### config.mk
export PLATFORM = sky130hd
export DESIGN_NAME = tmr_quad
export DESIGN_NICKNAME = d
export VERILOG_FILES = /design/src/rtl/tmr_quad_pkg.sv /design/src/rtl/tmr_quad_chan.sv /design/src/rtl/tmr_quad_irq.sv /design/src/rtl/tmr_quad.sv
export SDC_FILE = /design/constraint.sdc
export NUM_CORES = 1
export LEC_CHECK = 0
export ABC_AREA = 0
export CORE_UTILIZATION = 40
export DETAILED_ROUTE_END_ITERATION = 10
export SLEW_MARGIN = 20
export SYNTH_ARGS = -nofsm -noshare
export SYNTH_HDL_FRONTEND = slang
export SYNTH_SLANG_ARGS = --single-unit
export TNS_END_PERCENT = 10
### constraint.sdc
create_clock -name clk -period 5.2 [get_ports clk]
set_input_delay 1.04 -clock clk [delete_from_list [all_inputs] [get_ports clk]]
set_output_delay 1.04 -clock clk [all_outputs]
set_load 0.02 [all_outputs]
### src/rtl/tmr_quad_pkg.sv
package tmr_quad_pkg;
    typedef enum logic [1:0] {CH_IDLE, CH_RUN, CH_DONE} ch_state_e;

    typedef struct packed {
        logic       en;
        logic       periodic;
        logic [1:0] spare;
        logic [1:0] psc;
        logic       wide;
        logic       oneshot;
    } ctrl_t;

    localparam logic [1:0] W_MASK = 2'd0;
    localparam logic [1:0] W_RAW  = 2'd1;
    localparam logic [1:0] W_MIS  = 2'd2;
    localparam logic [1:0] W_CLR  = 2'd3;
    localparam logic [1:0] W_LD   = 2'd0;
    localparam logic [1:0] W_VAL  = 2'd1;
    localparam logic [1:0] W_CTRL = 2'd2;
    localparam logic [1:0] W_BG   = 2'd3;
endpackage

### src/rtl/tmr_quad_chan.sv
module tmr_quad_chan
    import tmr_quad_pkg::*;
#(
    parameter int DW      = 32,
    parameter int PSC_W   = 8,
    parameter int PSC_MID = 4
) (
    input  logic          clk,
    input  logic          rst_n,
    input  logic          ld_we,
    input  logic          ctrl_we,
    input  logic          bg_we,
    input  logic [DW-1:0] wdata,
    output logic [DW-1:0] val_o,
    output logic [DW-1:0] ld_o,
    output logic [DW-1:0] bg_o,
    output logic [7:0]    ctrl_o,
    output logic          uf_o,
    output logic          done_o
);
    localparam int HALF = DW / 2;
    localparam logic [PSC_W-1:0] LIM_MID = PSC_W'((1 << PSC_MID) - 1);

    ctrl_t            ctrl_q;
    logic [DW-1:0]    ld_q, bg_q, cnt_q, eff, bg_eff;
    logic [PSC_W-1:0] psc_q, psc_lim;
    ch_state_e        st_q, st_d;
    logic             running, tick;

    assign eff    = ctrl_q.wide ? cnt_q : {{HALF{1'b0}}, cnt_q[HALF-1:0]};
    assign bg_eff = ctrl_q.wide ? bg_q  : {{HALF{1'b0}}, bg_q[HALF-1:0]};

    always_comb begin
        unique case (ctrl_q.psc)
            2'b00:   psc_lim = '0;
            2'b01:   psc_lim = LIM_MID;
            default: psc_lim = '1;
        endcase
    end

    assign running = (st_q == CH_RUN) && ctrl_q.en;
    assign tick    = running && (psc_q == psc_lim);
    assign uf_o    = tick && (eff == '0) && !ld_we;
    assign done_o  = (st_q == CH_DONE);

    // next-state: START, HALT, EXPIRE, REARM
    always_comb begin
        st_d = st_q;
        unique case (st_q)
            CH_IDLE: if (ctrl_q.en) st_d = CH_RUN;
            CH_RUN: begin
                if (!ctrl_q.en)                   st_d = CH_IDLE;
                else if (uf_o && ctrl_q.oneshot)  st_d = CH_DONE;
            end
            CH_DONE: begin
                if (!ctrl_q.en)  st_d = CH_IDLE;
                else if (ld_we)  st_d = CH_RUN;
            end
            default: st_d = CH_IDLE;
        endcase
    end

    always_ff @(posedge clk) begin
        if (!rst_n) st_q <= CH_IDLE;
        else        st_q <= st_d;
    end

    always_ff @(posedge clk) begin
        if (!rst_n) begin
            ctrl_q <= '0;
            ld_q   <= '0;
            bg_q   <= '0;
            cnt_q  <= '0;
            psc_q  <= '0;
        end else begin
            if (ctrl_we) ctrl_q <= ctrl_t'(wdata[7:0]);
            if (ld_we) begin
                ld_q  <= wdata;
                bg_q  <= wdata;
                cnt_q <= wdata;
                psc_q <= '0;
            end else begin
                if (bg_we) bg_q <= wdata;
                if (running) psc_q <= (psc_q == psc_lim) ? '0 : psc_q + 1'b1;
                if (tick) begin
                    if (eff != '0)           cnt_q <= eff - 1'b1;
                    else if (ctrl_q.oneshot) cnt_q <= '0;
                    else if (ctrl_q.periodic) cnt_q <= bg_eff;
                    else if (ctrl_q.wide)    cnt_q <= '1;
                    else                     cnt_q <= {{HALF{1'b0}}, {HALF{1'b1}}};
                end
            end
        end
    end

    assign val_o  = eff;
    assign ld_o   = ld_q;
    assign bg_o   = bg_q;
    assign ctrl_o = ctrl_q;
endmodule

### src/rtl/tmr_quad_irq.sv
module tmr_quad_irq #(
    parameter int N_CH = 4
) (
    input  logic            clk,
    input  logic            rst_n,
    input  logic            mask_we,
    input  logic            clr_we,
    input  logic [N_CH-1:0] wbits,
    input  logic [N_CH-1:0] uf,
    output logic [N_CH-1:0] mask_o,
    output logic [N_CH-1:0] raw_o,
    output logic [N_CH-1:0] mis_o,
    output logic            irq_o
);
    logic [N_CH-1:0] mask_q, raw_q, clr_bits;

    assign clr_bits = clr_we ? wbits : '0;

    always_ff @(posedge clk) begin
        if (!rst_n) begin
            mask_q <= '0;
            raw_q  <= '0;
        end else begin
            if (mask_we) mask_q <= wbits;
            raw_q <= (raw_q & ~clr_bits) | uf;
        end
    end

    assign mask_o = mask_q;
    assign raw_o  = raw_q;
    assign mis_o  = raw_q & mask_q;
    assign irq_o  = |mis_o;
endmodule

### src/rtl/tmr_quad.sv
module tmr_quad
    import tmr_quad_pkg::*;
#(
    parameter int N_CH = 4,
    parameter int DW   = 32,
    parameter int AW   = 8
) (
    input  logic          clk,
    input  logic          rst_n,
    input  logic          wr_en,
    input  logic [AW-1:0] addr,
    input  logic [DW-1:0] wr_data,
    output logic [DW-1:0] rd_data,
    output logic          irq
);
    localparam int PG_W = AW - 4;
    localparam int CH_W = (N_CH > 1) ? $clog2(N_CH) : 1;

    logic [PG_W-1:0] page;
    logic [1:0]      word;
    logic [DW-1:0]   val_a [N_CH];
    logic [DW-1:0]   ld_a  [N_CH];
    logic [DW-1:0]   bg_a  [N_CH];
    logic [7:0]      ctrl_a [N_CH];
    logic [N_CH-1:0] uf, done, mask, raw, mis;
    logic [N_CH*DW-1:0] val_flat;
    logic [CH_W-1:0] idx;

    assign page = addr[AW-1:4];
    assign word = addr[3:2];
    assign idx  = CH_W'(page - 1'b1);

    for (genvar c = 0; c < N_CH; c++) begin : g_ch
        logic sel;
        assign sel = wr_en && (page == PG_W'(c + 1));
        tmr_quad_chan #(.DW(DW)) u_chan (
            .clk    (clk),
            .rst_n  (rst_n),
            .ld_we  (sel && word == W_LD),
            .ctrl_we(sel && word == W_CTRL),
            .bg_we  (sel && word == W_BG),
            .wdata  (wr_data),
            .val_o  (val_a[c]),
            .ld_o   (ld_a[c]),
            .bg_o   (bg_a[c]),
            .ctrl_o (ctrl_a[c]),
            .uf_o   (uf[c]),
            .done_o (done[c])
        );
        assign val_flat[c*DW +: DW] = val_a[c];
    end

    tmr_quad_irq #(.N_CH(N_CH)) u_irq (
        .clk    (clk),
        .rst_n  (rst_n),
        .mask_we(wr_en && page == '0 && word == W_MASK),
        .clr_we (wr_en && page == '0 && word == W_CLR),
        .wbits  (wr_data[N_CH-1:0]),
        .uf     (uf),
        .mask_o (mask),
        .raw_o  (raw),
        .mis_o  (mis),
        .irq_o  (irq)
    );

    always_comb begin
        rd_data = '0;
        if (page == '0) begin
            unique case (word)
                W_MASK:  rd_data = DW'(mask);
                W_RAW:   rd_data = DW'(raw);
                W_MIS:   rd_data = DW'(mis);
                default: rd_data = '0;
            endcase
        end else if (page <= PG_W'(N_CH)) begin
            unique case (word)
                W_LD:    rd_data = ld_a[idx];
                W_VAL:   rd_data = val_a[idx];
                W_CTRL:  rd_data = DW'(ctrl_a[idx]);
                default: rd_data = bg_a[idx];
            endcase
        end
    end
endmodule

### Word-level counts from Yosys, hierarchy flattened

Cells that the tools add are included.
W data, S select, Z words.

| word-level totals | value |
|---|---|
| register bits after elaboration | 464 |
| bits of input ports | 43 |
| output and inout port bits | 33 |

| cells by class | value |
|---|---|
| add/subtract/negate cells | 9 |
| magnitude comparators | 2 |
| eq/ne operators | 35 |
| multiplexer cells | 89 |
| bitwise logic cells | 6 |
| reduce and logical (&&, ||, !) cells | 78 |

Operator list:

| kind | number |
|---|---|
| $mux W32 | 48 |
| $bmux W32 S2 | 3 |
| $logic_not A32 Y1 | 4 |
| $reduce_bool A32 Y1 | 4 |
| $sub A32 B1 Y32 const B | 4 |
| $pmux W32 S3 | 1 |
| $pmux W8 S2 | 4 |
| $mux W8 | 6 |
| $mux W2 | 20 |
| $logic_and A1 B1 Y1 | 39 |
| $add A8 B1 Y8 const B | 4 |
| $eq A8 B8 Y1 | 4 |
| $pmux W2 S3 | 4 |
| $eq A2 B1 Y1 const B | 9 |
| $logic_not A2 Y1 | 9 |
| $bmux W8 S2 | 1 |
| $reduce_bool A2 Y1 | 8 |
| $eq A2 B2 Y1 const B | 6 |
| $ne A3 B2 Y1 const B | 4 |
| $ne A3 B3 Y1 const B | 4 |
| $pmux W4 S3 | 1 |
| $reduce_and A3 Y1 | 4 |
| $and A4 B4 Y4 | 2 |
| $eq A4 B2 Y1 const B | 2 |
| 15 further kinds | 24 |

### Longest topological paths before layout

Gate-level depths: netlist (run 1).

| logic depth | value |
|---|---|
| depth in word-level cells | 10 |
| depth in mapped cells | 15 |

### Hierarchy

From an unflattened synthesis (run 1), not the netlist that was laid out.

| unflattened totals | value |
|---|---|
| cells, all modules | 3,173 |
| area total of the unflattened synthesis | 26,984.6 µm² |

Modules (own cells, without submodules):

| module | times used | cells each | area an instance (µm²) | seq. area each (µm²) |
|---|---|---|---|---|
| tmr_quad_chan (g_ch[0].u_chan ...) | 3 | 715 | 5,665.4 | 2,282.2 |
| tmr_quad_chan (g_ch[3].u_chan) | 1 | 716 | 5,925.7 | 2,282.2 |
| tmr_quad | 1 | 278 | 3,734.8 | 0.0 |
| tmr_quad_irq | 1 | 34 | 327.8 | 160.2 |

### Worst setup path after synthesis (run 1)

OpenSTA, ideal clock, no wires.

| path | value |
|---|---|
| kind | input-to-output |
| start point | input addr[4] |
| end point | output rd_data[21] |
| arrival | 3,971 ps |
| data required time | 4,160 ps |
| slack | 189 ps |
| stages | 15 |
| buffers on the path | 7 |
| cells stage by stage | buf_2 buf_2 inv_1 ha_1 buf_2 buf_2 buf_2 buf_2 clkbuf_1 nand3_1 o211ai_1 o211ai_1 a21oi_1 a21oi_1 nor2_1 |

| on the way | value |
|---|---|
| word-level cells in the longest chain between the ends | 8 |
| elaborated cells on any way between the ends | 16 |
| those cells by class | 1 x add/sub; 1 x order compare; 12 x mux; 1 x bitwise; 1 x reduce/logical |

Ends and longest elaborated chain:

| what | RTL line | source |
|---|---|---|
| start, declared | tmr_quad.sv:11 | `input logic [AW-1:0] addr,` |
| $sub A2 B1 Y2 | tmr_quad.sv:31 | `assign idx = CH_W'(page - 1'b1);` |
| $not A2 Y3 (implied by the code) | tmr_quad.sv:77, tmr_quad.sv:78, tmr_quad.sv:80 |  |
| $bmux W32 S2, on equally long branches | tmr_quad.sv:80, tmr_quad.sv:77, tmr_quad.sv:78 |  |
| $mux W32, on equally long branches (2 in series) | tmr_quad.sv:80, tmr_quad.sv:77, tmr_quad.sv:78 |  |
| $pmux W32 S3 | tmr_quad.sv:76 | `unique case (word)` |
| $mux W32 | tmr_quad.sv:75 | `end else if (page <= PG_W'(N_CH)) begin` |
| $mux W32 * | tmr_quad.sv:68 | `if (page == '0) begin` |
| end, declared | tmr_quad.sv:13 | `output logic [DW-1:0] rd_data,` |

Mark *: on every way between the ends. The rest lies on a longest branch, timed or not. The select of a mux whose other input is x is not followed.

### Worst setup path in the final report (run 1)

| path | value |
|---|---|
| start point | input addr[5] |
| end point | output rd_data[0] |

| on the way | value |
|---|---|
| word-level cells in the longest chain between the ends | 8 |
| elaborated cells on any way between the ends | 19 |
| those cells by class | 1 x add/sub; 1 x order compare; 15 x mux; 1 x bitwise; 1 x reduce/logical |

Ends and longest elaborated chain:

| what | RTL line | source |
|---|---|---|
| $sub A2 B1 Y2 | tmr_quad.sv:31 |  |
| $not A2 Y3 (implied by the code) | -- |  |
| $bmux W32 S2, or another cell as far along | tmr_quad.sv:80 | `default: rd_data = bg_a[idx];` |
| $mux W32 (implied by the code), or another cell as far along (2 in series) | tmr_quad.sv:80 |  |
| $pmux W32 S3 | tmr_quad.sv:76 |  |
| $mux W32 | tmr_quad.sv:75 |  |
| $mux W32 * | tmr_quad.sv:68 |  |

Marks and branches as above.

==> results of run 1 <==
-- worst min-delay path: cells and delay by family, from the launching register on --
| family | cells | cell delay (ns) |
|---|---|---|
| flip-flops | 1 | 0.30 |
| AO/OA/AOI/OAI | 1 | 0.05 |
| AND/OR/NAND/NOR | 1 | 0.05 |
-- Yosys cell counts, drive strengths merged (23+ instances only) --
master  count
and3       26
nand3     115
clkbuf    258
o21ai     206
nand2     744
a211oi     26
nand4      28
xor2       37
nor2      197
o21a       29
nor3       52
mux4       97
mux2i      24
o211ai     58
xnor2      32
or3        29
a31oi      62
or4        34
a21oi     465
nor4       43
dfxtp     464
inv        43
buf        54
nand2b     23
-- registers in the layout, summed over array words and instances (netlist names) --
name                count
u_irq.mask_o            4
g_ch.u_chan.bg_o      128
g_ch.u_chan.ld_o      128
g_ch.u_chan.psc_q      32
u_irq.raw_o             4
g_ch.u_chan.st_q        8
g_ch.u_chan.cnt_q     128
g_ch.u_chan.ctrl_o     32
-- stage by stage --
stage | hold slack (ns) | cells | total power [µW] | utilization, % | setup slack [ns]
after floorplan | 0.427 | 3439 | 4090 | - | 0.189
after global placement | 0.439 | 4155 | 4370 | 43.2 | 0.0382
after detailed placement | 0.444 | 4155 | 4370 | 43.2 | 0.0512
after CTS | 0.453 | 4249 | 8090 | 45.8 | 0.0479
after global routing | 0.464 | 4249 | 8270 | 45.8 | 0.0120
final | 0.452 | 4249 | 8080 | 45.8 | 0.0946
-- layout by cell type, fill, tap and decap left out, types with 22 or more instances in the layout --
| cell | Yosys | layout |
|---|---|---|
| nor2_1 | 196 | 190 |
| nor4_1 | 38 | 38 |
| or3_1 | 28 | 28 |
| a211oi_1 | 25 | 25 |
| or4_1 | 33 | 33 |
| o21a_1 | 29 | 29 |
| o31ai_1 | 22 | 22 |
| mux2i_1 | 24 | 24 |
| o21ai_0 | 206 | 206 |
| buf_4 | 0 | 89 |
| a31oi_1 | 62 | 62 |
| nor3_1 | 51 | 49 |
| clkbuf_16 | 0 | 53 |
| xnor2_1 | 32 | 32 |
| and3_1 | 26 | 25 |
| clkdlybuf4s50_1 | 0 | 67 |
| o211ai_1 | 58 | 58 |
| mux4_2 | 96 | 96 |
| nand2_1 | 744 | 741 |
| dfxtp_1 | 464 | 464 |
| nand2b_1 | 23 | 23 |
| inv_1 | 43 | 41 |
| nand4_1 | 28 | 28 |
| nand3_1 | 115 | 114 |
| a21oi_1 | 465 | 462 |
| xor2_1 | 37 | 37 |
-- final timing paths --
kind                                               from                  endpoint  slack (ns)
worst min-delay path            g_ch[2].u_chan.ld_o[30]   g_ch[2].u_chan.ld_o[30]        0.45
worst min register to register  g_ch[2].u_chan.ld_o[30]   g_ch[2].u_chan.ld_o[30]        0.45
worst max-delay path                            addr[5]                rd_data[0]        0.09
worst max register to register  g_ch[1].u_chan.cnt_q[0]  g_ch[1].u_chan.cnt_q[17]        1.82
-- cells by family after synthesis --
kind of cell	share of synthesized area [%]
fa+ha+maj	0.616
buf+inv	5.17
xor+xnor	2.29
compound gates	24.0
simple gates	23.3
flops	35.2
mux	9.41
-- metal layers --
metal	share of wire (%)	routed length [µm]	vias to the layer above
li1	-	-	12300
met1	40	45400	13200
met2	42	47600	1653
met3	13	14200	274
met4	4.5	5090	2
met5	0.012	13	-
-- final cells by class --
| class | instances | area (µm²) | share of cell area (%) |
|---|---|---|---|
| clock buffer | 79 | 1550 | 5.23 |
| clock inverter | 15 | 141 | 0.476 |
| inverter | 44 | 173 | 0.581 |
| multi-input combinational | 2619 | 15800 | 53.3 |
| sequential | 464 | 9290 | 31.3 |
| tap | 855 | 1070 | 3.60 |
| timing repair buffer | 173 | 1640 | 5.52 |
-- timing repair --
action / 4_1_cts / 5_1_grt
setup endpoints to repair: 0 / 5
setup buffers: 0 / 0
resized for setup: 0 / 6
-- power breakdown --
| part | leakage (µW) | internal, µW | switching [µW] |
|---|---|---|---|
| combinational | 0.00553 | 234 | 482 |
| clock | 0.000835 | 2150 | 1620 |
| sequential | 0.00374 | 3570 | 26.1 |
==> results.cfg, run 1 <==
[finish]
final_nets = 3410
finalInstanceArea_um2 = 29700
n_antenna_cell = 0
syn_to_final_growth_pct = 12.5
fillers = 6365
final_layout_size_suffix_gt1_share_pct = 9.78

[clock_tree]
cts_sinks = 464
cts_buffers = 52
clock-root-buffer = clkbuf_16
path_clk_slew_ns = 0.06
clkLatencyLatePin_ns = 0.63
tritoncts = built
htreeDepth = 2
cts.path.max_buffers = 3
holdBufCountCts = 0

[timing]
timing.slew.headroom_pct = 26.7
max_clock_freq_mhz = 196
tns_ns = 0
skew_ns = 0.0169
hold_viol = 0
rsz0062_at_grt = no
final.min_clock_period_ns = 5.11
tightest_slew_ns = 1.09
setup_viol = 0
finalMaxSlewViolations = 0
fin_crit_sh_pct = 98.2

[synth]
synth_largest_area_cell = dfxtp_1
seq_area_frac_synth_pct = 35.2
async_reset_ff_share_pct = 0
synth_cell_types = 86
synthTopCellsByArea = dfxtp_1, nand2_1, a21oi_1, mux4_2, o21ai_0
syn_area_um2 = 26400
syn_nets = 3495
syn-mean-instance-area_um2 = 7.68
postSynthCellCount = 3439
yosysWarnings = 0
ys.flop_type = dfxtp_1
ys_seq_elements = 464
netlist.area_leader.share_pct = 35.2
synth_edf_count = 0

[routing]
routed_wl_um = 112000
vias = 27400
vias_per_cell = 6.45
firstDrtPassIters = 6
drt_iter0_drc = 3978
drc = 0
drt.antenna.violating_nets = 0
wl_per_cell_um = 26.4

[setup_path]
required_ns = 4.16
start_kind = input pin
critPathBufInv = 4
rr_worst_depth = 8
critPathMaxStageDelay_ns = 0.54
endpoint_kind = output port
crit_type = input pin to output port
worstPathCellList = clkdlybuf4s50_1 > inv_1 > ha_4 > buf_12 > mux4_2 > mux4_2 > nor2_1 > a211oi_1 > a31oi_1 > nor2_1 > clkdlybuf4s50_1
crit_family = buffers and inverters
arrival_ns = 4.07
crit_slowest_cell = clkdlybuf4s50_1
crit_fanout = 10
cp_num_cells = 11

[global_routing]
grtUsageMet2_pct = 47.7
use_met1_pct = 45.5
grt_antenna_before_repair = 5
grt_first_pass_wirelength_um = 166000
grt.busiest_layer = met2
grt_use_total_pct = 32.8
grt_pass1_vias = 24600
gr-usage-met3_pct = 9.01
grt_max_degree = 133
gr-total-overflow = 0

[power]
ir_worst_vdd_v = 0.000219
power.density_nw_per_um2 = 272
leakage_uw = 0.0101

[floorplanning]
fp-row-count = 93
die-area_um2 = 67100
die_x_um = 259
coreArea_um2 = 64800
io_pins = 76
start_util_pct = 40.8
die_y_um = 259

[flow_run]
cap_violations = 0

[placement]
gp_routability_congestion = 1.01
dpl_cell_area_um2 = 28000
port_buffers = 73
place_hpwl_um = 78600

[status]
status = completed

[worst_hold_path]
min_path_cells = 2
min_path_type = flip-flop to flip-flop
Power figures use the tool's default switching activity.
==> run 2, diff against run 1 <==
Settings changed: ABC_AREA 0 to not set, CTS_CLUSTER_DIAMETER set to 40.
==> run 2 against run 1 <==
Wire length grew 0.38%. Sequential power is essentially flat. Fmax shrank 0.14%. Clock power grew 51%. Design area grew 3.9%. Non-clock buffer count is the same. Worst hold slack is essentially flat. Combinational power is essentially flat. Critical path depth grew 1. Setup slack lost 0.0070 ns. Sequential cell count is the same. Highest routed layer unchanged.
==> results.cfg, run 2 (same netlist as run 1, synthesis figures left out) <==
[finish]
final_layout_size_suffix_gt1_share_pct = 11.4
final_common_cell = nand2_1
final_cell_mix = nand2_1, dfxtp_1, a21oi_1
syn_to_final_growth_pct = 16.9
final_nets = 3438
fillers = 6252

[clock_tree]
cts_resized = 0
htreeDepth = 3
clkLatencyLatePin_ns = 0.62
cts_sinks = 464
cts.path.max_buffers = 3
clock-root-buffer = clkbuf_16
path_clk_slew_ns = 0.05
cts_buffers = 80
holdBufCountCts = 0
tritoncts = built
cts_setup_buffers = 0

[setup_path]
critPathBufInv = 6
crit_fanout = 31
crit_slowest_cell = clkdlybuf4s50_1
cp_common_cell = buf_12
crit_type = input pin to output port
critPathMaxStageDelay_ns = 0.54
arrival_ns = 4.07
worstPathCellList = clkdlybuf4s50_1 > inv_1 > ha_4 > buf_12 > buf_12 > buf_12 > mux4_2 > nand2_1 > a21oi_1 > a21oi_1 > nor2_1 > clkdlybuf4s50_1
required_ns = 4.16
endpoint_kind = output port
crit_family = buffers and inverters
start_kind = input pin

[routing]
routed-wl-met2_um = 47700
vias = 27700
drt_iter0_drc = 4052
wl_met3_um = 14900
vias_per_cell = 6.44
routed_wl_um = 113000
highest_layer = met5
m1WireLength_um = 44800
drc = 0
drt.antenna.violating_nets = 0
firstDrtPassIters = 6
wl_per_cell_um = 26.2

[power]
leakage_uw = 0.0107
ir_worst_vdd_v = 0.000194
power.density_nw_per_um2 = 324

[timing]
tightest_slew_ns = 1.09
timing.slew.headroom_pct = 26.9
fin_crit_sh_pct = 98.3
final.min_clock_period_ns = 5.11
hold_viol = 0
setup_viol = 0
max_clock_freq_mhz = 196
finalMaxSlewViolations = 0
fin_ws_ns = 0.0876
rsz0062_at_grt = yes
holdWs_ns = 0.451
skew_ns = 0.0223

[status]
status = completed

[floorplanning]
fp-row-count = 93
die_y_um = 259
die_x_um = 259
die-area_um2 = 67100
start_util_pct = 40.8
coreArea_um2 = 64800
io_pins = 76

[global_routing]
grt_first_pass_wirelength_um = 166000
grt_antenna_before_repair = 7
grt_use_total_pct = 33.0
grt_max_degree = 133
gr-total-overflow = 0
grt_pass1_vias = 25000

[flow_run]
cap_violations = 0

[placement]
place_hpwl_um = 78600
place_ws_ns = 0.0512
port_buffers = 73
gp_routability_congestion = 1.01

[worst_hold_path]
min_path_type = flip-flop to flip-flop
-- run 2: layout make-up --
type / instances / area, µm² / share of cell area (%)
multi-input combinational: 2619 / 15800 / 51.3
sequential: 464 / 9290 / 30.1
clock buffer: 89 / 2140 / 6.93
timing repair buffer: 173 / 1640 / 5.30
tap: 855 / 1070 / 3.47
clock inverter: 56 / 734 / 2.38
inverter: 44 / 173 / 0.559
antenna: 1 / 2.50 / 0.00811
-- run 2: where the power goes --
group | total [µW] | leakage [µW] | internal (µW) | switching, µW
Sequential | 3600 | 0.00374 | 3580 | 26.2
Combinational | 714 | 0.00555 | 232 | 481
Clock | 5690 | 0.00139 | 3650 | 2040
-- run 2: path summary, 6_finish.rpt --
path	endpoint	start	slack [ns]	cells past startpoint
hold reg to reg	g_ch[0].u_chan.ld_o[13]	g_ch[0].u_chan.ld_o[13]	0.45	2
setup / recovery	rd_data[28]	addr[5]	0.09	12
hold / removal	g_ch[0].u_chan.ld_o[13]	g_ch[0].u_chan.ld_o[13]	0.45	2
setup reg to reg	g_ch[1].u_chan.cnt_q[20]	g_ch[1].u_chan.cnt_q[0]	1.79	8
-- run 2: worst reg2reg max path, stage by stage (launching register included) --
cell     delay [ns]
dfxtp_1        0.35
inv_1          0.09
ha_1           0.21
nor4b_1        0.56
and3_1         0.55
nand4_1        0.34
nor4_2         0.82
o21ai_0        0.22
a31oi_1        0.21
-- run 2: stage by stage --
stage / instances / total power (µW) / TNS (ns) / cell area (µm²) / util, %
final: 4301 / 10000 / 0 / 30900 / 47.6
after global routing: 4300 / 10200 / -0.0240 / 30900 / 47.6
after CTS: 4300 / 10000 / 0 / 30900 / 47.6
after detailed placement: 4155 / 4370 / 0 / 28000 / 43.2
after global placement: 4155 / 4370 / 0 / 28000 / 43.2
after floorplan: 3439 / 4090 / 0 / 26400 / -
-- run 2: per-layer routing --
| layer | vias up | GRT usage, % |
|---|---|---|
| met5 | - | 1.14 |
| met4 | 8 | 15.0 |
| met3 | 278 | 9.36 |
| met2 | 1788 | 47.9 |
| met1 | 13200 | 45.1 |
| li1 | 12400 | - |
